File: config.mk
export PLATFORM = sky130hd
export DESIGN_NAME = cpuclk_rdy_gen
export DESIGN_NICKNAME = d
export VERILOG_FILES = /design/src/rtl/cpuclk_rdy_pkg.sv /design/src/rtl/cpuclk_div.sv /design/src/rtl/cpuclk_rdy_sync.sv /design/src/rtl/cpuclk_rst_cond.sv /design/src/rtl/cpuclk_rdy_gen.sv
export SDC_FILE = /design/constraint.sdc
export NUM_CORES = 1
export LEC_CHECK = 0
export BUFFER_PORTS_ARGS = -buffer_cell sky130_fd_sc_hd__buf_2
export CORE_AREA = 2 2 39 41
export CTS_CLUSTER_SIZE = 10
export DETAILED_ROUTE_END_ITERATION = 8
export DIE_AREA = 0 0 41 43
export PLACE_DENSITY_LB_ADDON = 0.3
export RECOVER_POWER = 25
export SYNTH_ARGS = -nofsm -noshare
export SYNTH_HDL_FRONTEND = slang
export SYNTH_SLANG_ARGS = --single-unit
File: constraint.sdc
create_clock -name clk_i -period 1.3 [get_ports clk_i]
set_clock_uncertainty 0.15 [all_clocks]
set_input_delay 0.26 -clock clk_i [delete_from_list [all_inputs] [get_ports clk_i]]
set_output_delay 0.26 -clock clk_i [all_outputs]
set_load 0.02 [all_outputs]
File: src/rtl/cpuclk_rdy_pkg.sv
package cpuclk_rdy_pkg;

   // Counter width for a modulus, never below one bit
   function automatic int unsigned cnt_w(input int unsigned modulus);
      int unsigned w;
      w = $clog2(modulus);
      return (w < 1) ? 1 : w;
   endfunction

   typedef enum logic {
      RDY_TWO_STAGE = 1'b0,
      RDY_ONE_STAGE = 1'b1
   } rdy_mode_e;

endpackage

File: src/rtl/cpuclk_div.sv
module cpuclk_div
   import cpuclk_rdy_pkg::*;
#(
   parameter int unsigned DIV_RATIO  = 3,
   parameter int unsigned HIGH_TICKS = 1
) (
   input  logic clk_i,
   input  logic rst_ni,
   input  logic tick_i,
   input  logic hold_i,
   output logic cpu_clk_o,
   output logic rise_o,
   output logic fall_o
);

   localparam int unsigned CW = cnt_w(DIV_RATIO);
   localparam logic [CW-1:0] LAST_PH = CW'(DIV_RATIO - 1);
   localparam logic [CW-1:0] HIGH_PH = CW'(HIGH_TICKS);

   if (DIV_RATIO < 2) begin : g_bad_ratio
      $error("cpuclk_div: DIV_RATIO must be at least 2");
   end
   if (HIGH_TICKS < 1 || HIGH_TICKS >= DIV_RATIO) begin : g_bad_high
      $error("cpuclk_div: HIGH_TICKS must lie in 1..DIV_RATIO-1");
   end

   logic [CW-1:0] ph_q, ph_d;
   logic          high_now, high_nxt;

   always_comb begin
      ph_d = ph_q;
      if (tick_i) begin
         if (hold_i) begin
            ph_d = LAST_PH;
         end else if (ph_q == LAST_PH) begin
            ph_d = '0;
         end else begin
            ph_d = ph_q + 1'b1;
         end
      end
   end

   always_ff @(posedge clk_i or negedge rst_ni) begin
      if (!rst_ni) begin
         ph_q <= LAST_PH;
      end else begin
         ph_q <= ph_d;
      end
   end

   assign high_now  = (ph_q < HIGH_PH);
   assign high_nxt  = (ph_d < HIGH_PH);
   assign cpu_clk_o = high_now;
   assign rise_o    = !high_now && high_nxt;
   assign fall_o    = high_now && !high_nxt;

endmodule

File: src/rtl/cpuclk_rdy_sync.sv
module cpuclk_rdy_sync
   import cpuclk_rdy_pkg::*;
#(
   parameter int unsigned NUM_RDY = 2
) (
   input  logic               clk_i,
   input  logic               rst_ni,
   input  logic               rise_i,
   input  logic [NUM_RDY-1:0] rdy_i,
   input  logic [NUM_RDY-1:0] en_ni,
   input  logic               one_stage_i,
   output logic               ready_o
);

   if (NUM_RDY < 1) begin : g_bad_num
      $error("cpuclk_rdy_sync: NUM_RDY must be at least 1");
   end

   logic [NUM_RDY-1:0] gated;
   logic               merged;
   logic               stage1_q;
   logic               ready_q;
   rdy_mode_e          mode;

   for (genvar i = 0; i < NUM_RDY; i++) begin : g_qual
      assign gated[i] = rdy_i[i] & ~en_ni[i];
   end

   assign merged = |gated;
   assign mode   = rdy_mode_e'(one_stage_i);

   always_ff @(posedge clk_i or negedge rst_ni) begin
      if (!rst_ni) begin
         stage1_q <= 1'b0;
         ready_q  <= 1'b0;
      end else if (rise_i) begin
         stage1_q <= merged;
         ready_q  <= (mode == RDY_ONE_STAGE) ? merged : stage1_q;
      end
   end

   assign ready_o = ready_q;

endmodule

File: src/rtl/cpuclk_rst_cond.sv
module cpuclk_rst_cond #(
   parameter int unsigned META_STAGES = 2
) (
   input  logic clk_i,
   input  logic rst_ni,
   input  logic req_ni,
   input  logic fall_i,
   output logic reset_o
);

   if (META_STAGES < 1) begin : g_bad_meta
      $error("cpuclk_rst_cond: META_STAGES must be at least 1");
   end

   logic [META_STAGES-1:0] meta_q;
   logic                   reset_q;

   if (META_STAGES == 1) begin : g_single
      always_ff @(posedge clk_i or negedge rst_ni) begin
         if (!rst_ni) begin
            meta_q <= '1;
         end else begin
            meta_q <= ~req_ni;
         end
      end
   end else begin : g_chain
      always_ff @(posedge clk_i or negedge rst_ni) begin
         if (!rst_ni) begin
            meta_q <= '1;
         end else begin
            meta_q <= {meta_q[META_STAGES-2:0], ~req_ni};
         end
      end
   end

   always_ff @(posedge clk_i or negedge rst_ni) begin
      if (!rst_ni) begin
         reset_q <= 1'b1;
      end else if (fall_i) begin
         reset_q <= meta_q[META_STAGES-1];
      end
   end

   assign reset_o = reset_q;

endmodule

File: src/rtl/cpuclk_rdy_gen.sv
module cpuclk_rdy_gen #(
   parameter int unsigned DIV_RATIO   = 3,
   parameter int unsigned HIGH_TICKS  = 1,
   parameter int unsigned NUM_RDY     = 2,
   parameter int unsigned META_STAGES = 2
) (
   input  logic               clk_i,
   input  logic               rst_ni,
   input  logic               xtal_tick_i,
   input  logic               ext_tick_i,
   input  logic               src_ext_i,
   input  logic               csync_i,
   input  logic [NUM_RDY-1:0] rdy_i,
   input  logic [NUM_RDY-1:0] rdy_en_ni,
   input  logic               single_stage_i,
   input  logic               res_req_ni,
   output logic               cpu_clk_o,
   output logic               ready_o,
   output logic               reset_o
);

   logic tick_sel;
   logic hold;
   logic rise;
   logic fall;

   assign tick_sel = src_ext_i ? ext_tick_i : xtal_tick_i;
   assign hold     = src_ext_i & csync_i;

   cpuclk_div #(
      .DIV_RATIO (DIV_RATIO),
      .HIGH_TICKS(HIGH_TICKS)
   ) u_div (
      .clk_i    (clk_i),
      .rst_ni   (rst_ni),
      .tick_i   (tick_sel),
      .hold_i   (hold),
      .cpu_clk_o(cpu_clk_o),
      .rise_o   (rise),
      .fall_o   (fall)
   );

   cpuclk_rdy_sync #(
      .NUM_RDY(NUM_RDY)
   ) u_rdy (
      .clk_i      (clk_i),
      .rst_ni     (rst_ni),
      .rise_i     (rise),
      .rdy_i      (rdy_i),
      .en_ni      (rdy_en_ni),
      .one_stage_i(single_stage_i),
      .ready_o    (ready_o)
   );

   cpuclk_rst_cond #(
      .META_STAGES(META_STAGES)
   ) u_rst (
      .clk_i  (clk_i),
      .rst_ni (rst_ni),
      .req_ni (res_req_ni),
      .fall_i (fall),
      .reset_o(reset_o)
   );

endmodule

# After elaboration in Yosys (flattened, before gate mapping)
# Index checks and enable logic that the tools add are counted.
# totals
elab_cells	25
output_inout_bits	3
reg_bits	7
# op_classes
n_eq_ne	1
mux	5
bitwise_logic	6
order_cmp	2
addsub	1
reduce_logical	5
# op_table
cell	count
$mux 2	3
$lt 2x1->1 const B	2
$and 1x1->1	3
$not 1->1	3
$add 2x1->2 const B	1
$eq 2x2->1 const B	1
$logic_and 1x1->1	2
$logic_not 1->1	2
$mux 1	2
$reduce_or 2->1	1

# Longest topological paths before layout
# Gate-level depths: netlist of the first run.
# logic_depth
depth_word	7
depth_mapped	3

# By module
# From an unflattened synthesis of the first run, not the netlist that was laid out.
# unflattened
hier_cells	28
hier_area_um2	334.1
# by_module_without_submodules
mod	instances	seq_area_each_um2	cells_per_inst	area_each_um2
cpuclk_div	1	51.3	11	107.6
cpuclk_rdy_sync	1	50.0	10	106.4
cpuclk_rst_cond	1	78.8	5	97.6
cpuclk_rdy_gen	1	0.0	2	22.5

# Least setup slack after synthesis of the first run
# Ideal clock, no wire load.
# synth_timing
kind	flip-flop to flip-flop
startpoint	register u_div.ph_q[0]
endpoint	register u_rst.reset_q (netlist: u_rst.reset_o)
n_path_buf	0
setup_ns	0.082
slack_ns	-0.090
stages_incl_launch_ff	4
arrival_ns	1.157
required_ns	1.068
path_cell_list	dfrtp_1 -> nor2_1 -> nand2_2 -> mux2_4
# synth_lines
item	line	source
start: declaration	cpuclk_div.sv:27	logic [CW-1:0] ph_q, ph_d;
start signal: assignment	cpuclk_div.sv:47	ph_q <= ph_d;
$lt 2x1->1	cpuclk_div.sv:51	assign high_now = (ph_q < HIGH_PH);
named net cpu_clk_o	cpuclk_rdy_gen.sv:17	output logic cpu_clk_o,
$logic_and 1x1->1	cpuclk_div.sv:55	assign fall_o = high_now && !high_nxt;
end signal: assignment	cpuclk_rst_cond.sv:40	reset_q <= meta_q[META_STAGES-1];
end: declaration	cpuclk_rst_cond.sv:16	logic reset_q;
# The timed path passes the listed nets, and every way through them passes these cells.
# A chain may end at the register's enable or synchronous reset.

# Worst setup path in the final report of the first run
# layout_timing
startpoint	register u_div.ph_q[1]
endpoint	output cpu_clk_o
# layout_via
elab_chain_len	1
# layout_lines
item	line
$lt 2x1->1	cpuclk_div.sv:51
end: declaration	cpuclk_rdy_gen.sv:17
# Every way passes these cells.

==> key figures, run 1 <==
Pwr
  • Sw Share: 0.2802
  • Pwr Total: 752.3 uW
  • Psw: 210.8 uW
  • Sequential power share: 0.415
  • Internal Power: 541.5 uW
  • Clock network power share: 0.251
  • VDD IR max: 614.2 uV
  • Pwr per Cell Area: 1474 nW/um^2
  • Logic pwr share: 0.334
  • Leakage Power: 0.0002449 uW

Timing
  • Post-layout min period: 1.377 ns
  • Slew headroom: 0.7676
  • Worst setup margin: -0.07711 ns
  • # setup viols final: 2
  • RSZ-0062 raised after global routing: true
  • Final Slew Violations: 0
  • Fmax: 726.2 MHz
  • Worst slew pin tran: 0.3486 ns
  • Hold Vio Cnt, Final: 0
  • Fin crit share: 1.059

Yosys
  • Synth async-reset ratio: 1.000
  • Flops & latches, synth: 7
  • Synth area leader: dfstp_2
  • Largest family of logic cells by synthesized area: simple AND/OR/NAND/NOR gates
  • Area share of the largest cell type after synthesis: 0.3088
  • Synthesized net count: 41
  • Adder-Cell Fraction of Synth Area: 0
  • Post-synth EDFFs: 0
  • Synthesized cell area: 340.3 sq um
  • Post-synthesis compound-gate area fraction: 0.1324
  • Synth Area in Simple Gates: 0.1728
  • Synth top area cells: dfstp_2, dfrtp_1, mux2_4
  • Cell count after synthesis: 29
  • Seq/Total Area, Yosys: 0.5294
  • Synth cell types: 16
  • Main synth FF type: dfstp_2
  • Yosys warning total: 0
  • Mux share of post-synthesis cell area: 0.1324
  • XOR/XNOR Fraction of Synth Area: 0
  • Syn avg cell area: 11.74 sq um

Clock tree
  • Clock transition at path regs: 0.05 ns
  • Maximum clock insertion buffer count: 2
  • Clk sinks: 7
  • CTS H-Tree Depth: 1
  • CTS tree: built
  • Insertion delay to the later sink of the worst-skew pair: 0.24 ns
  • Clock root buffer: clkbuf_4
  • Inserted Clock Buffers: 3

Die
  • Num rows: 14
  • Core area: 1384 sq um
  • Die Span Y: 43 microns
  • I/O pins: 15
  • Die area: 1763 sq um
  • Initial Util: 0.2459
  • Die X: 41 microns

Worst setup path
  • Worst Setup End Kind: output pin
  • R2R Path Start: u_div.ph_q[1]$_DFF_PN1_
  • Reg2Reg Depth: 3
  • Worst EP arrival: 0.97 ns
  • Crit Path Class: reg -> out
  • Worst path required time: 0.89 ns
  • Reg-to-reg slack, setup: -0.01 ns
  • Reg-to-reg endpoint: u_rdy.ready_o$_DFFE_PN0P_
  • Critical Path Source Type: register
  • Crit path max fanout: 3

Min path
  • Worst min path class: reg -> reg
  • Hold Path Depth: 0
  • Hold_sp: u_rst.meta_q[0]$_DFF_PN1_
  • Hold Path Sink: u_rst.meta_q[1]$_DFF_PN1_

Routing
  • WL met3: 39 microns
  • Initial drt markers: 3
  • Via count: 278
  • Met2 Wirelength: 285 microns
  • Routed WL: 580 microns
  • Routed wire per std cell: 8.657 microns
  • Wire length on met1: 255 microns
  • Drt pass-1 iters: 4
  • Drt drc: 0
  • ANT nets after route: 0
  • Top sig layer: met3
  • Vias per cell: 4.149

Global routing
  • Initial antenna violation count: 0
  • First-pass GRT wire length: 979 microns
  • Pin count of the biggest net entering global routing: 8
  • GRT Resource Usage Total: 0.08519
  • Grt total ovfl: 0
  • Vias in the first global route: 237

Layout
  • Nets: 64
  • Commonest cells after routing, fill and taps aside: buf_2, dfstp_2
  • Share of layout cells above drive strength 1: 0.5686
  • Multi-input gate area in the final layout: 156.4 sq um
  • Post-route cell area: 510.5 sq um
  • Layout fillers: 152
  • Area Overhead vs Synth: 50.00%
  • Commonest non-fill, non-tap cell in the layout: buf_2
  • Register Area: 180.2 sq um
  • Antenna Cells: 0
  • Finished Layout Cells: 67

Placement
  • GP Congestion: 0.6148
  • Placed Area: 432.9 sq um
  • Placed cells: 59
  • Place WS: -0.03208 ns
  • IO buf count: 14
  • DP HPWL: 484.7 microns

Run status
  • Outcome: complete, but fails checks
  • Failing checks: setup timing

Job
  • Max-cap violations: 0
## routing by layer
| layer | vias up | global-route usage |
|---|---|---|
| met1 | 125 | 0.1130 |
| met4 | 0 | 0.02000 |
| met5 | - | 0 |
| met3 | 0 | 0.06283 |
| met2 | 9 | 0.1094 |
| li1 | 144 | - |
## cell usage after synthesis (3+ instances only)
cell      instances
dfrtp_1           3
dfstp_2           4
inv_1             3
mux2_4            3
nand2b_1          3
nor2_1            3
## metrics by stage
step,setup TNS (ns),utilization,hold slack (ns)
floorplan,0,-,-0.1856
global placement,-0.005767,0.3128,-0.05470
detailed placement,-0.03208,0.3128,-0.05216
CTS,-0.09261,0.3662,0.2061
global route,-0.1748,0.3689,0.2070
finish,-0.08299,0.3689,0.2049
## final cells by class
type | instances | area share
Multi-Input combinational cell | 19 | 0.3064
Tap cell | 16 | 0.03922
Inverter | 3 | 0.02206
Clock buffer | 4 | 0.05147
Timing Repair Buffer | 18 | 0.2279
Sequential cell | 7 | 0.3529
## critical path, stage by stage, from the launching register on
cell and delay (ns):
dfstp_2 0.55, nor2_4 0.04, buf_6 0.13
## sequential cells by signal, summed over array words and instances (netlist names)
register        cells
u_div.ph_q          2
u_rst.meta_q        2
u_rdy.ready_o       1
u_rdy.stage1_q      1
u_rst.reset_o       1
## worst max-delay path by stage
stage / slack, ns / from / cells past startpoint / to
2_1_floorplan: 0.03 / u_div.ph_q[0]$_DFF_PN0_ / 3 / u_rst.reset_o$_DFFE_PN1P_
5_1_grt: -0.12 / u_div.ph_q[0]$_DFF_PN0_ / 2 / cpu_clk_o
3_5_place_dp: -0.03 / src_ext_i / 4 / u_rdy.ready_o$_DFFE_PN0P_
6_report: -0.08 / u_div.ph_q[1]$_DFF_PN1_ / 2 / cpu_clk_o
4_1_cts: -0.08 / u_div.ph_q[1]$_DFF_PN1_ / 2 / cpu_clk_o
3_3_place_gp: -0.006 / src_ext_i / 4 / u_rdy.ready_o$_DFFE_PN0P_
## logic make-up (layout without fill, tap and decap cells)
kind of cell	count (synthesis)	after routing
compound gates	6	6
flops	7	7
simple gates	10	10
buf+inv	3	25
mux	3	3
## what timing repair did
item | 4_1_cts | 5_1_grt
endpoints found under the setup margin | 2 | 3
hold buffers | 2 | 0
setup buffers | 2 | 0
pin swaps | 1 | 1
cloned | 0 | 0
gates resized for setup | 4 | 1
hold endpoints to repair | 8 | 0
## power groups by stage
stage / clock network (uW) / logic [uW] / registers (uW)
final: 189 / 251 / 313
after global routing: 213 / 276 / 320
after CTS: 202 / 253 / 309
after detailed placement: 0 / 195 / 314
after global placement: 0 / 192 / 316
after floorplan: 0 / 101 / 342
(Power assumes the default switching activity.)
==> run 2, diff against run 1 <==
==> constraint.sdc (replaced) <==
create_clock -name clk_i -period 1.5 [get_ports clk_i]
set_clock_uncertainty 0.15 [all_clocks]
set_input_delay 0.3 -clock clk_i [delete_from_list [all_inputs] [get_ports clk_i]]
set_output_delay 0.3 -clock clk_i [all_outputs]
set_load 0.02 [all_outputs]
==> run 2 against run 1 <==
Compared with the run above:
- the flow now finishes without violations
- clock power down 12%
- cell area down 5.9%
- sequential cell count is the same
- routed wire length up 4.0%
- sequential power decreased by 14%
- power is 18% lower
- count of clock-buffer cells in the layout is the same
- critical path depth is the same
- core utilization down 2.2 points
- sequential share of layout area increased by 2.2 points
- register-to-register slack better by 0.21 ns
- largest cell class unchanged
==> key figures, run 2 (same netlist as run 1, synthesis figures left out) <==
Placement
  • IO buf count: 14 (unchanged)
  • DP HPWL: 490.9 microns (+1.3%)
  • GP Congestion: 0.6621 (+7.7%)
  • Placed cells: 59 (unchanged)

Timing
  • Fmax: 692.8 MHz
  • Fin crit share: 0.9623
  • RSZ-0062 raised after global routing: false
  • Post-layout min period: 1.443 ns
  • # setup viols final: 0 (-2)
  • Slew headroom: 0.7510 (-0.01654)
  • Final Slew Violations: 0 (unchanged)
  • Hold Vio Cnt, Final: 0 (unchanged)
  • Setup_tns: 0 ns (+0.08299 ns)
  • WHS: 0.009845 ns (-0.1951 ns)
  • Worst slew pin tran: 0.3735 ns (+0.02481 ns)

Clock tree
  • Clk sinks: 7 (unchanged)
  • CTS tree: built
  • Insertion delay to the later sink of the worst-skew pair: 0.25 ns (about the same)
  • Clock root buffer: clkbuf_4
  • Inserted Clock Buffers: 3 (unchanged)
  • CTS H-Tree Depth: 1 (unchanged)
  • Maximum clock insertion buffer count: 2 (unchanged)
  • Clock transition at path regs: 0.05 ns (about the same)

Pwr
  • VDD IR max: 494.2 uV (-20%)
  • Sw Share: 0.2933 (+0.01305)
  • Logic pwr share: 0.293 (-0.041)
  • Leakage Power: 0.0002322 uW (-5.2%)
  • Clock network power share: 0.270 (+0.019)
  • Internal Power: 436.3 uW (-19%)
  • Psw: 181.0 uW (-14%)
  • Pwr per Cell Area: 1285 nW/um^2 (-13%)
  • Sequential power share: 0.436 (+0.021)

Global routing
  • Pin count of the biggest net entering global routing: 8 (unchanged)
  • Grt total ovfl: 0 (unchanged)
  • GRT Resource Usage Total: 0.09284 (+0.007643)
  • Initial antenna violation count: 0 (unchanged)
  • First-pass GRT wire length: 972 microns (-0.72%)
  • Vias in the first global route: 259 (+9.3%)

Worst setup path
  • Crit Path Class: reg -> out
  • Reg2Reg Depth: 3 (unchanged)
  • Critical Path Source Type: register
  • Worst EP arrival: 0.99 ns (+0.02 ns)
  • Worst Setup End Kind: output pin
  • Crit path max fanout: 3 (unchanged)
  • Worst path required time: 1.05 ns (+0.16 ns)

Min path
  • Worst min path class: in -> reg
  • Hold Path Depth: 2 (+2)

Routing
  • Initial drt markers: 1 (-2)
  • Via count: 276 (-0.72%)
  • Routed WL: 603 microns (+4.0%)
  • ANT nets after route: 0 (unchanged)
  • Routed wire per std cell: 9.277 microns (+7.2%)
  • Vias per cell: 4.246 (+2.3%)
  • Drt pass-1 iters: 2 (-2)
  • Drt drc: 0 (unchanged)

Layout
  • Nets: 62 (-3.1%)
  • Multi-input gate area in the final layout: 156.4 sq um (unchanged)
  • Antenna Cells: 0 (unchanged)
  • Commonest non-fill, non-tap cell in the layout: buf_2
  • Register Area: 180.2 sq um (unchanged)
  • Area Overhead vs Synth: 41.18%
  • Commonest cells after routing, fill and taps aside: buf_2, dfstp_2
  • Layout fillers: 151 (-0.66%)
  • Share of layout cells above drive strength 1: 0.5714 (+0.002801)
  • Finished Layout Cells: 65 (-3.0%)
  • Largest regs: u_div.ph_q x2, u_rst.meta_q x2

Die
  • Core area: 1384 sq um (unchanged)
  • Die area: 1763 sq um (unchanged)
  • Die X: 41 microns (unchanged)
  • Initial Util: 0.2459 (unchanged)
  • Num rows: 14 (unchanged)
  • I/O pins: 15 (unchanged)
  • Die Span Y: 43 microns (unchanged)

Run status
  • Outcome: complete, no violations

Job
  • Max-cap violations: 0 (unchanged)
-- run 2: cell count changes in the layout (fill, tap and decap cells not counted), sizes merged --
cell | previous run | this run
dlygate4sd3 | 2 | 1
buf | 15 | 14
-- run 2: power by group through the flow --
stage                     clock, uW  sequential, uW  combinational, uW
after floorplan                   0             295               86.3
after global placement            0             273                165
after detailed placement          0             271                169
after CTS                       177             267                181
after global routing            190             276                196
final                           167             269                181
-- run 2: critical path: stages (launching register included) --
cell	delay, ns
dfstp_2	0.55
nor2_4	0.04
buf_2	0.16
-- run 2: routing by layer --
metal	vias to the layer above	part of all wire	GRT usage
met3	2	0.088	0.06283
met4	0	0.023	0.1000
li1	139	-	-
met5	-	0	0
met2	10	0.44	0.1094
met1	125	0.44	0.09804
-- run 2: layout make-up --
class	instances	area share
timing repair buffer	16	0.1797
inverter	3	0.02344
tap	16	0.04167
sequential	7	0.3750
multi-input combinational	19	0.3255
clock buffer	4	0.05469
-- run 2: final timing paths --
check | from | endpoint | slack [ns]
min in group asynchronous | rst_ni | u_div.ph_q[0]$_DFF_PN0_ | 0.32
worst max register to register | u_div.ph_q[1]$_DFF_PN1_ | u_rdy.ready_o$_DFFE_PN0P_ | 0.20
worst min-delay path | res_req_ni | u_rst.meta_q[0]$_DFF_PN1_ | 0.01
worst max-delay path | u_div.ph_q[1]$_DFF_PN1_ | cpu_clk_o | 0.06
max in group asynchronous | rst_ni | u_rst.meta_q[0]$_DFF_PN1_ | 0.57
worst min register to register | u_rst.meta_q[0]$_DFF_PN1_ | u_rst.meta_q[1]$_DFF_PN1_ | 0.20
-- run 2: stage by stage --
step / setup WS, ns / area (sq um) / util / total power, uW
floorplan: 0.1105 / 340.3 / - / 381.2
global placement: 0.1532 / 430.4 / 0.3110 / 437.9
detailed placement: 0.1350 / 430.4 / 0.3110 / 440.1
CTS: 0.03449 / 476.7 / 0.3445 / 626.0
global route: 0.01466 / 480.5 / 0.3472 / 662.3
finish: 0.05661 / 480.5 / 0.3472 / 617.3
-- run 2: timing repair --
| item | CTS | global route |
|---|---|---|
| setup buffers | 1 | 0 |
| setup endpoints to repair | 1 | 1 |
| hold buffers | 1 | 0 |
| resized for setup | 1 | 1 |
| hold endpoints to repair | 7 | 0 |
| pin swaps | 0 | 0 |
